File: config.mk
export PLATFORM = sky130hd
export DESIGN_NAME = i2c_chan_switch
export DESIGN_NICKNAME = d
export VERILOG_FILES = /design/src/rtl/i2csw_pkg.sv /design/src/rtl/i2csw_sync.sv /design/src/rtl/i2csw_cond.sv /design/src/rtl/i2csw_engine.sv /design/src/rtl/i2c_chan_switch.sv
export SDC_FILE = /design/constraint.sdc
export NUM_CORES = 1
export LEC_CHECK = 0
export BUFFER_PORTS_ARGS = -buffer_cell sky130_fd_sc_hd__buf_2
export CAP_MARGIN = 20
export CORE_ASPECT_RATIO = 1.5
export CORE_UTILIZATION = 35
export DETAILED_ROUTE_END_ITERATION = 8
export MAX_ROUTING_LAYER = met4
export PLACE_DENSITY = 0.53
export SLEW_MARGIN = 30
export SYNTH_ARGS = -nofsm -noshare
export SYNTH_HDL_FRONTEND = slang
export SYNTH_SLANG_ARGS = --single-unit
File: constraint.sdc
create_clock -name clk -period 2.1 [get_ports clk]
set_clock_uncertainty 0.05 [all_clocks]
set_input_delay 0.105 -clock clk [delete_from_list [all_inputs] [get_ports clk]]
set_output_delay 0.105 -clock clk [all_outputs]
set_load 0.02 [all_outputs]
File: src/rtl/i2csw_pkg.sv
package i2csw_pkg;
  localparam int BYTE_W = 8;
  localparam int CH_N   = 2;
  localparam int CNT_W  = $clog2(BYTE_W + 1);

  typedef enum logic [2:0] {
    ST_IDLE, ST_ADDR, ST_AACK, ST_WDAT, ST_WACK, ST_RDAT, ST_RACK
  } sw_state_t;

  // true when the received 7-bit address equals prefix followed by straps
  function automatic logic addr_hit(input logic [6:0] rx, input logic [4:0] pfx,
                                    input logic [1:0] strap);
    return rx == {pfx, strap};
  endfunction

  // status byte: zeros, active interrupt flags, zeros, applied selection
  function automatic logic [BYTE_W-1:0] status_byte(input logic [CH_N-1:0] irq_act,
                                                    input logic [CH_N-1:0] sel);
    return {2'b00, irq_act, 2'b00, sel};
  endfunction
endpackage

File: src/rtl/i2csw_sync.sv
module i2csw_sync #(
  parameter int W = 4,
  parameter int STAGES = 2,
  parameter logic [W-1:0] RST_VAL = '1
) (
  input  logic         clk,
  input  logic         rst_n,
  input  logic [W-1:0] d,
  output logic [W-1:0] q
);
  for (genvar i = 0; i < W; i++) begin : g_bit
    logic [STAGES-1:0] chain;
    always_ff @(posedge clk or negedge rst_n) begin
      if (!rst_n) chain <= {STAGES{RST_VAL[i]}};
      else        chain <= {chain[STAGES-2:0], d[i]};
    end
    assign q[i] = chain[STAGES-1];
  end
endmodule

File: src/rtl/i2csw_cond.sv
module i2csw_cond (
  input  logic clk,
  input  logic rst_n,
  input  logic scl_s,
  input  logic sda_s,
  output logic scl_rise,
  output logic scl_fall,
  output logic start_evt,
  output logic stop_evt
);
  logic scl_d, sda_d;

  always_ff @(posedge clk or negedge rst_n) begin
    if (!rst_n) begin
      scl_d <= 1'b1;
      sda_d <= 1'b1;
    end else begin
      scl_d <= scl_s;
      sda_d <= sda_s;
    end
  end

  assign scl_rise  = scl_s & ~scl_d;
  assign scl_fall  = ~scl_s & scl_d;
  assign start_evt = scl_s & scl_d & sda_d & ~sda_s;
  assign stop_evt  = scl_s & scl_d & ~sda_d & sda_s;
endmodule

File: src/rtl/i2csw_engine.sv
module i2csw_engine
  import i2csw_pkg::*;
#(
  parameter logic [4:0] ADDR_PREFIX = 5'b11100
) (
  input  logic            clk,
  input  logic            rst_n,
  input  logic            scl_rise,
  input  logic            scl_fall,
  input  logic            start_evt,
  input  logic            stop_evt,
  input  logic            sda_s,
  input  logic [CH_N-1:0] irq_act,
  input  logic [1:0]      strap,
  output logic            sda_oe,
  output logic [CH_N-1:0] sel,
  output sw_state_t       st
);
  localparam logic [CNT_W-1:0] CNT_FULL = CNT_W'(BYTE_W);
  localparam logic [CNT_W-1:0] CNT_LAST = CNT_W'(BYTE_W - 1);

  logic [CNT_W-1:0]  cnt;
  logic [BYTE_W-1:0] sh;
  logic [BYTE_W-1:0] stat;
  logic [CH_N-1:0]   pend;
  logic              pvld;
  logic              rw;
  logic              mack;

  assign stat = status_byte(irq_act, sel);

  always_ff @(posedge clk or negedge rst_n) begin
    if (!rst_n) begin
      st <= ST_IDLE; cnt <= '0; sh <= '0; rw <= 1'b0; mack <= 1'b0;
      sda_oe <= 1'b0; sel <= '0; pend <= '0; pvld <= 1'b0;
    end else if (start_evt) begin
      st <= ST_ADDR; cnt <= '0; sda_oe <= 1'b0;
    end else if (stop_evt) begin
      st <= ST_IDLE; sda_oe <= 1'b0;
      if (pvld) sel <= pend;
      pvld <= 1'b0;
    end else begin
      unique case (st)
        ST_ADDR, ST_WDAT: begin
          if (scl_rise) begin
            sh  <= {sh[BYTE_W-2:0], sda_s};
            cnt <= cnt + 1'b1;
          end else if (scl_fall && cnt == CNT_FULL) begin
            if (st == ST_ADDR) begin
              if (addr_hit(sh[7:1], ADDR_PREFIX, strap)) begin
                rw <= sh[0]; sda_oe <= 1'b1; st <= ST_AACK;
              end else begin
                st <= ST_IDLE;
              end
            end else begin
              pend <= sh[CH_N-1:0]; pvld <= 1'b1; sda_oe <= 1'b1; st <= ST_WACK;
            end
          end
        end
        ST_AACK: if (scl_fall) begin
          cnt <= '0;
          if (rw) begin
            sh <= stat; sda_oe <= ~stat[BYTE_W-1]; st <= ST_RDAT;
          end else begin
            sda_oe <= 1'b0; st <= ST_WDAT;
          end
        end
        ST_WACK: if (scl_fall) begin
          sda_oe <= 1'b0; cnt <= '0; st <= ST_WDAT;
        end
        ST_RDAT: if (scl_fall) begin
          if (cnt == CNT_LAST) begin
            sda_oe <= 1'b0; st <= ST_RACK;
          end else begin
            sh <= {sh[BYTE_W-2:0], 1'b0};
            sda_oe <= ~sh[BYTE_W-2];
            cnt <= cnt + 1'b1;
          end
        end
        ST_RACK: begin
          if (scl_rise) mack <= ~sda_s;
          else if (scl_fall) begin
            if (mack) begin
              sh <= stat; sda_oe <= ~stat[BYTE_W-1]; cnt <= '0; st <= ST_RDAT;
            end else begin
              st <= ST_IDLE;
            end
          end
        end
        default: ;
      endcase
    end
  end
endmodule

File: src/rtl/i2c_chan_switch.sv
module i2c_chan_switch
  import i2csw_pkg::*;
#(
  parameter logic [4:0] ADDR_PREFIX = 5'b11100,
  parameter int SYNC_STAGES = 2
) (
  input  logic       clk,
  input  logic       rst_n,
  input  logic       scl_i,
  input  logic       sda_i,
  output logic       sda_oe_o,
  input  logic [1:0] strap_i,
  input  logic [1:0] irq_n_i,
  output logic [1:0] ch_en_o
);
  localparam int SYNC_W = CH_N + 2;

  logic [SYNC_W-1:0] raw_in, sync_out;
  logic scl_s, sda_s;
  logic [CH_N-1:0] irq_act;
  logic scl_rise, scl_fall, start_evt, stop_evt;
  sw_state_t st;

  assign raw_in = {irq_n_i, sda_i, scl_i};

  i2csw_sync #(.W(SYNC_W), .STAGES(SYNC_STAGES), .RST_VAL('1)) u_sync (
    .clk(clk), .rst_n(rst_n), .d(raw_in), .q(sync_out)
  );

  assign scl_s   = sync_out[0];
  assign sda_s   = sync_out[1];
  assign irq_act = ~sync_out[SYNC_W-1:2];

  i2csw_cond u_cond (
    .clk(clk), .rst_n(rst_n), .scl_s(scl_s), .sda_s(sda_s),
    .scl_rise(scl_rise), .scl_fall(scl_fall),
    .start_evt(start_evt), .stop_evt(stop_evt)
  );

  i2csw_engine #(.ADDR_PREFIX(ADDR_PREFIX)) u_eng (
    .clk(clk), .rst_n(rst_n), .scl_rise(scl_rise), .scl_fall(scl_fall),
    .start_evt(start_evt), .stop_evt(stop_evt), .sda_s(sda_s),
    .irq_act(irq_act), .strap(strap_i), .sda_oe(sda_oe_o),
    .sel(ch_en_o), .st(st)
  );
endmodule

* Word level (Yosys, flattened, before mapping) *
Cells that the tools add are included.

storage, ports and cells
  register bits after elaboration = 33
  input bits = 8
  output and inout bits = 3
  word-level logic and storage cells = 141

cells by class
  $add $sub $neg = 1
  eq/ne operators = 37
  muxes and demuxes = 54
  bitwise gates (word level) = 17
  reduce and logical (&&, ||, !) cells = 17

operators by type and width
  cell                                                   count
  2-to-1 mux 8 bit                                       8
  2-to-1 mux 3 bit                                       13
  2-to-1 mux 4 bit                                       9
  case mux 8 bit (4 select lines)                        1
  inequality test 4 x 3 -> 1 bit, second input constant  7
  2-to-1 mux 1 bit                                       19
  AND reduction 9 bit                                    2
  case mux 4 bit (4 select lines)                        1
  case mux 3 bit (5 select lines)                        1
  inequality test 2 x 1 -> 1 bit, second input constant  6
  AND reduction 11 bit                                   1
  inequality test 2 bit, second input constant           5
  AND reduction 10 bit                                   1
  == test 3 bit, second input constant                   3
  inequality test 3 x 2 -> 1 bit, second input constant  3
  inequality test 3 bit, second input constant           3
  inverter 1 bit                                         9
  inequality test 4 bit, second input constant           2
  AND 1 bit                                              7
  == test 7 bit                                          1
  AND reduction 7 bit                                    1
  nonzero test 7 bit                                     1
  == test 3 x 2 -> 1 bit, second input constant          2
  AND reduction 6 bit                                    1
  other kinds (17)                                       19

* Logic depth before layout (Yosys ltp) *
  depth after elaboration = 8
  depth in mapped cells = 7
  gate-level depth less buffers = 6

* Hierarchy *
A second synthesis with hierarchy kept.

second synthesis, totals
  cells, all modules = 166
  area, all modules = 1762.9 sq um

by module, submodules not included
  module           times used  cells each  area an instance (sq um)  seq. area each (sq um)
  i2csw_engine     1           146         1430.1                    575.6
  i2csw_sync       1           12          240.2                     210.2
  i2csw_cond       1           6           85.1                      52.6
  i2c_chan_switch  1           2           7.5                       0.0

* Worst setup path after synthesis *
Ideal clock, no wire load.

  kind = register -> register
  from = register u_sync.g_bit[1].chain[1]
  to = register u_eng.sh[0]
  setup time = 125 ps
  arrival time = 1610 ps
  data required time = 1925 ps
  path slack = 315 ps
  cell stages (with the launch flop) = 8
  path buffers = 2
  period minus slack after synthesis = 1785 ps
  cell sequence = dfstp_2 > buf_6 > xor2_1 > nand2_1 > a31oi_1 > or3_1 > buf_6 > mux2_4

on the way
  word-level cells in the longest chain between the ends = 4
  elaborated cells on any way between the ends = 8
  those cells by class = 2 x mux; 5 x bitwise; 1 x reduce/logical

ends and longest elaborated chain
  element                                line                text
  from (decl)                            i2csw_sync.sv:12    logic [STAGES-1:0] chain;
  from (signal assigned)                 i2csw_sync.sv:14    if (!rst_n) chain <= {STAGES{RST_VAL[i]}};
  from (signal assigned)                 i2csw_sync.sv:15    else chain <= {chain[STAGES-2:0], d[i]};
  inverter 1 bit                         i2csw_cond.sv:25    assign start_evt = scl_s & scl_d & sda_d & ~sda_s;
  AND 1 bit                              i2csw_cond.sv:25
  inverter 1 bit (no source line)        -
  AND reduction 11 bit (no source line)  -
  to (signal assigned)                   i2csw_engine.sv:46  sh <= {sh[BYTE_W-2:0], sda_s};
  to (signal assigned)                   i2csw_engine.sv:75  sh <= {sh[BYTE_W-2:0], 1'b0};
  to (decl)                              i2csw_engine.sv:23  logic [BYTE_W-1:0] sh;

Several ways; a longest one is shown, not always the timed one. The select of a mux whose other input is x is not followed.
A chain may end at the register's enable or synchronous reset.

* Worst setup path after layout *
  from = register u_eng.cnt[0]
  to = register u_eng.sh[0]

on the way
  word-level cells in the longest chain between the ends = 3

ends and longest elaborated chain
  element                                 line                text
  from (decl)                             i2csw_engine.sv:22  logic [CNT_W-1:0] cnt;
  from (signal assigned)                  i2csw_engine.sv:47  cnt <= cnt + 1'b1;
  from (signal assigned)                  i2csw_engine.sv:77  cnt <= cnt + 1'b1;
  == test 4 x 3 -> 1 bit                  i2csw_engine.sv:72  if (cnt == CNT_LAST) begin
  inequality test 2 bit (no source line)  -
  AND reduction 11 bit (no source line)   -

Every way passes these cells.

==> results.json <==
{
  "num_vias": 1238,
  "rr_worst_depth": 5,
  "dieArea_sq_um": 5088,
  "worstSetupStartpointType": "register",
  "path_class": "register to register",
  "maxCapViolCount": 0,
  "worstPathArrival_ps": 2000,
  "vdd.ir_drop.worst_mv": 0.4383,
  "drtAntennaViolNets": 0,
  "power_frac_seq_pct": 42.9,
  "r2r_start": "u_eng.cnt[0]",
  "setup_violations": 0,
  "grt_pass1_wl_um": 6313,
  "required_ps": 2220,
  "io_pins": 11,
  "rsz0062_at_grt": "no",
  "power.switching_w": 0.0008584,
  "outcome": "complete, no violations",
  "synth_nets": 167,
  "relSlewSlack_pct": 51.67,
  "cp-end-kind": "register",
  "clock_sinks": 33,
  "worstMarginPinSlew_ps": 724.9,
  "fin_util_pct": 42.68,
  "wl_per_cell_um": 15.04,
  "clkPwrFrac_pct": 19.9,
  "placementRows": 30,
  "layout.cells.non_filler": 245,
  "path_max_fanout": 8,
  "synth_area_per_cell_sq_um": 10.70,
  "power_w": 0.002338,
  "root_buffer": "clkbuf_8",
  "numCtsBuffers": 5,
  "antennaDiodeCount": 0,
  "ys_ff_latch": 33,
  "layout-drive-gt1-share_pct": 29.28,
  "combPwrFrac_pct": 37.2,
  "fin_nets": 190,
  "p_sw_share_pct": 36.72,
  "dr.pass1.iters": 4,
  "grt_pass1_vias": 1303,
  "worstHoldStart": "u_sync.g_bit[0].chain[0]",
  "clk_pin_slew_worst_paths_ps": 70,
  "holdPathEnd": "u_sync.g_bit[0].chain[1]",
  "die_w_um": 58.58,
  "regToRegEndpoint": "u_eng.sh[0]",
  "wirelength_um": 3684,
  "multi_input_area_sq_um": 770.7,
  "grt_max_degree": 34,
  "core_sq_um": 4579,
  "drv_slew": 0,
  "post_drt_via_cell_ratio": 5.053,
  "tns_ps": 0,
  "leakagePower_nw": 0.8951,
  "min_period_ps": 1885,
  "postSynthCellCount": 157,
  "io_buffer_count": 10,
  "period_share_pct": 89.77,
  "yosysSeqAreaShare_pct": 49.89,
  "syn_area_sq_um": 1680,
  "hold_path_depth": 0,
  "cts_tree": "done",
  "grt_usage_pct": 17.54,
  "synth_warnings": 0,
  "setup.worst_path.start": "u_eng.cnt[0]",
  "p_int_w": 0.001479,
  "hold_viol": 0,
  "regToRegSetupSlack_ps": 210,
  "dr.first_iter.drc_count": 59,
  "num-fill-cells": 464,
  "clk_path_buf_depth": 2,
  "die_h_um": 86.86,
  "drc": 0,
  "gp_congestion": 0.8704,
  "power_density_nw_per_um2": 1196,
  "syn_to_final_growth_pct": 16.31,
  "synth_cell_types": 45,
  "post-place-cells": 232,
  "start_util_pct": 36.69,
  "insertion_delay_ps": 280,
  "holdWs_ps": 306.3,
  "min_path_type": "register to register",
  "grt_overflow_total": 0,
  "antenna_found_initial": 0,
  "hpwl_um": 2728,
  "cts-htree-levels": 2,
  "regArea_sq_um": 838.3,
  "fmax_ghz": 0.5305
}
cells in the final DEF (no fill, tap or decap), drive strengths merged, types with 3 or more instances in the layout:
cell type,count
nand3,4
inv,7
nor2,12
mux2i,3
a21oi,7
clkbuf,5
dlygate4sd3,5
dfrtp,23
nand3b,3
o21ai,12
mux2,12
buf,17
nand2,15
dfstp,10
nor3,3
and2b,3
o22ai,3
area by class of cell:
class	count	share of cell area, %
Sequential cell	33	42.89
Multi-Input combinational cell	111	39.44
Timing Repair Buffer	22	7.810
Tap cell	64	4.097
Clock buffer	5	3.521
Inverter	7	1.344
Clock inverter	3	0.8963
per-layer routing:
metal  GRT usage [%]  vias up  routed length [um]
met5               -        -                   0
met4           9.091        0                 113
met3           4.160       11                  85
met1           18.00      602                1507
li1                -      604                   -
met2           30.51       21                1978
worst max-delay path, stage by stage (launching register included):
cell	delay [ps]
dfrtp_1	420
ha_1	240
nand3b_1	180
nor2_1	80
or3_4	480
mux2_4	320
cells by family after synthesis:
group,count (synthesis),share of synthesized area (%)
compound gates,37,14.07
xor+xnor,3,1.564
fa+ha+maj,2,1.489
buf+inv,13,4.542
flops,33,49.89
mux,15,11.17
simple gates,54,17.27
synth_stat cells:
| cell | instances | area share (%) |
|---|---|---|
| nand3b_1 | 3 | 1.3 |
| o22ai_1 | 3 | 1.1 |
| or3_1 | 1 | 0.37 |
| buf_2 | 1 | 0.30 |
| nor3b_1 | 1 | 0.45 |
| a22oi_1 | 2 | 0.89 |
| ha_1 | 2 | 1.5 |
| nor3_1 | 3 | 0.89 |
| a22o_1 | 2 | 1.0 |
| o31ai_1 | 2 | 0.89 |
| o221ai_1 | 1 | 0.52 |
| a31oi_1 | 1 | 0.37 |
| nand4bb_1 | 1 | 0.67 |
| mux2_2 | 6 | 4.0 |
| o211a_1 | 1 | 0.60 |
| dfstp_2 | 10 | 16 |
| or2_2 | 1 | 0.37 |
| dfrtp_1 | 23 | 34 |
| nand4_1 | 2 | 0.74 |
| or2b_2 | 2 | 1.0 |
| and4_1 | 1 | 0.52 |
| and2b_4 | 1 | 0.60 |
| a211o_1 | 1 | 0.52 |
| buf_6 | 3 | 2.0 |
| inv_1 | 7 | 1.6 |
| buf_4 | 1 | 0.45 |
| o21ai_0 | 11 | 3.3 |
| clkbuf_1 | 1 | 0.22 |
| nor2b_1 | 2 | 0.74 |
| mux2_4 | 6 | 5.4 |
| nand2b_1 | 2 | 0.74 |
| xor2_1 | 1 | 0.52 |
| o211ai_1 | 2 | 0.89 |
| o311ai_0 | 1 | 0.52 |
| nand3_1 | 4 | 1.2 |
| nor2_1 | 12 | 2.7 |
| and2b_1 | 2 | 0.89 |
| xnor2_1 | 2 | 1.0 |
| and4b_2 | 1 | 0.67 |
| o21ai_1 | 1 | 0.30 |
| a21oi_1 | 7 | 2.1 |
| o2bb2ai_1 | 1 | 0.52 |
| a221oi_1 | 1 | 0.52 |
| mux2i_1 | 3 | 1.8 |
| nand2_1 | 15 | 3.4 |
stage by stage:
stage	setup WS [ps]	area, sq um
CTS	61.70	1949
global route	62.68	1954
global placement	123.5	1813
finish	214.8	1954
floorplan	314.9	1680
detailed placement	55.22	1813
power groups by stage:
stage	Sequential (W)	Clock [W]	Combinational [W]
after floorplan	0.000950	0	0.000683
after global placement	0.00101	0	0.000843
after detailed placement	0.00101	0	0.000861
after CTS	0.00100	0.000486	0.000870
after global routing	0.00103	0.000514	0.000979
final	0.00100	0.000466	0.000869
what timing repair did:
item	CTS	global route
hold buffers	5	0
endpoints found under the setup margin	0	6
buffers inserted	0	0
hold endpoints to repair	27	0
resized for setup	0	1
registers in the layout (all words and copies together), names as in the netlist, 2 cells and up:
| register | cells |
|---|---|
| u_sync.g_bit.chain | 8 |
| u_eng.sel | 2 |
| u_eng.sh | 8 |
| u_eng.cnt | 4 |
| u_eng.pend | 2 |
| u_eng.st | 3 |
worst max-delay path by stage:
stage	to	slack [ps]	depth (start not counted)
CTS	u_eng.sh[0]	60	5
global placement	u_eng.sh[1]	120	5
detailed placement	u_eng.sh[0]	60	5
global route	u_eng.cnt[2]	60	7
finish	u_eng.sh[0]	210	5
floorplan	u_eng.sh[0]	310	7
Power figures use the tool's default switching activity.
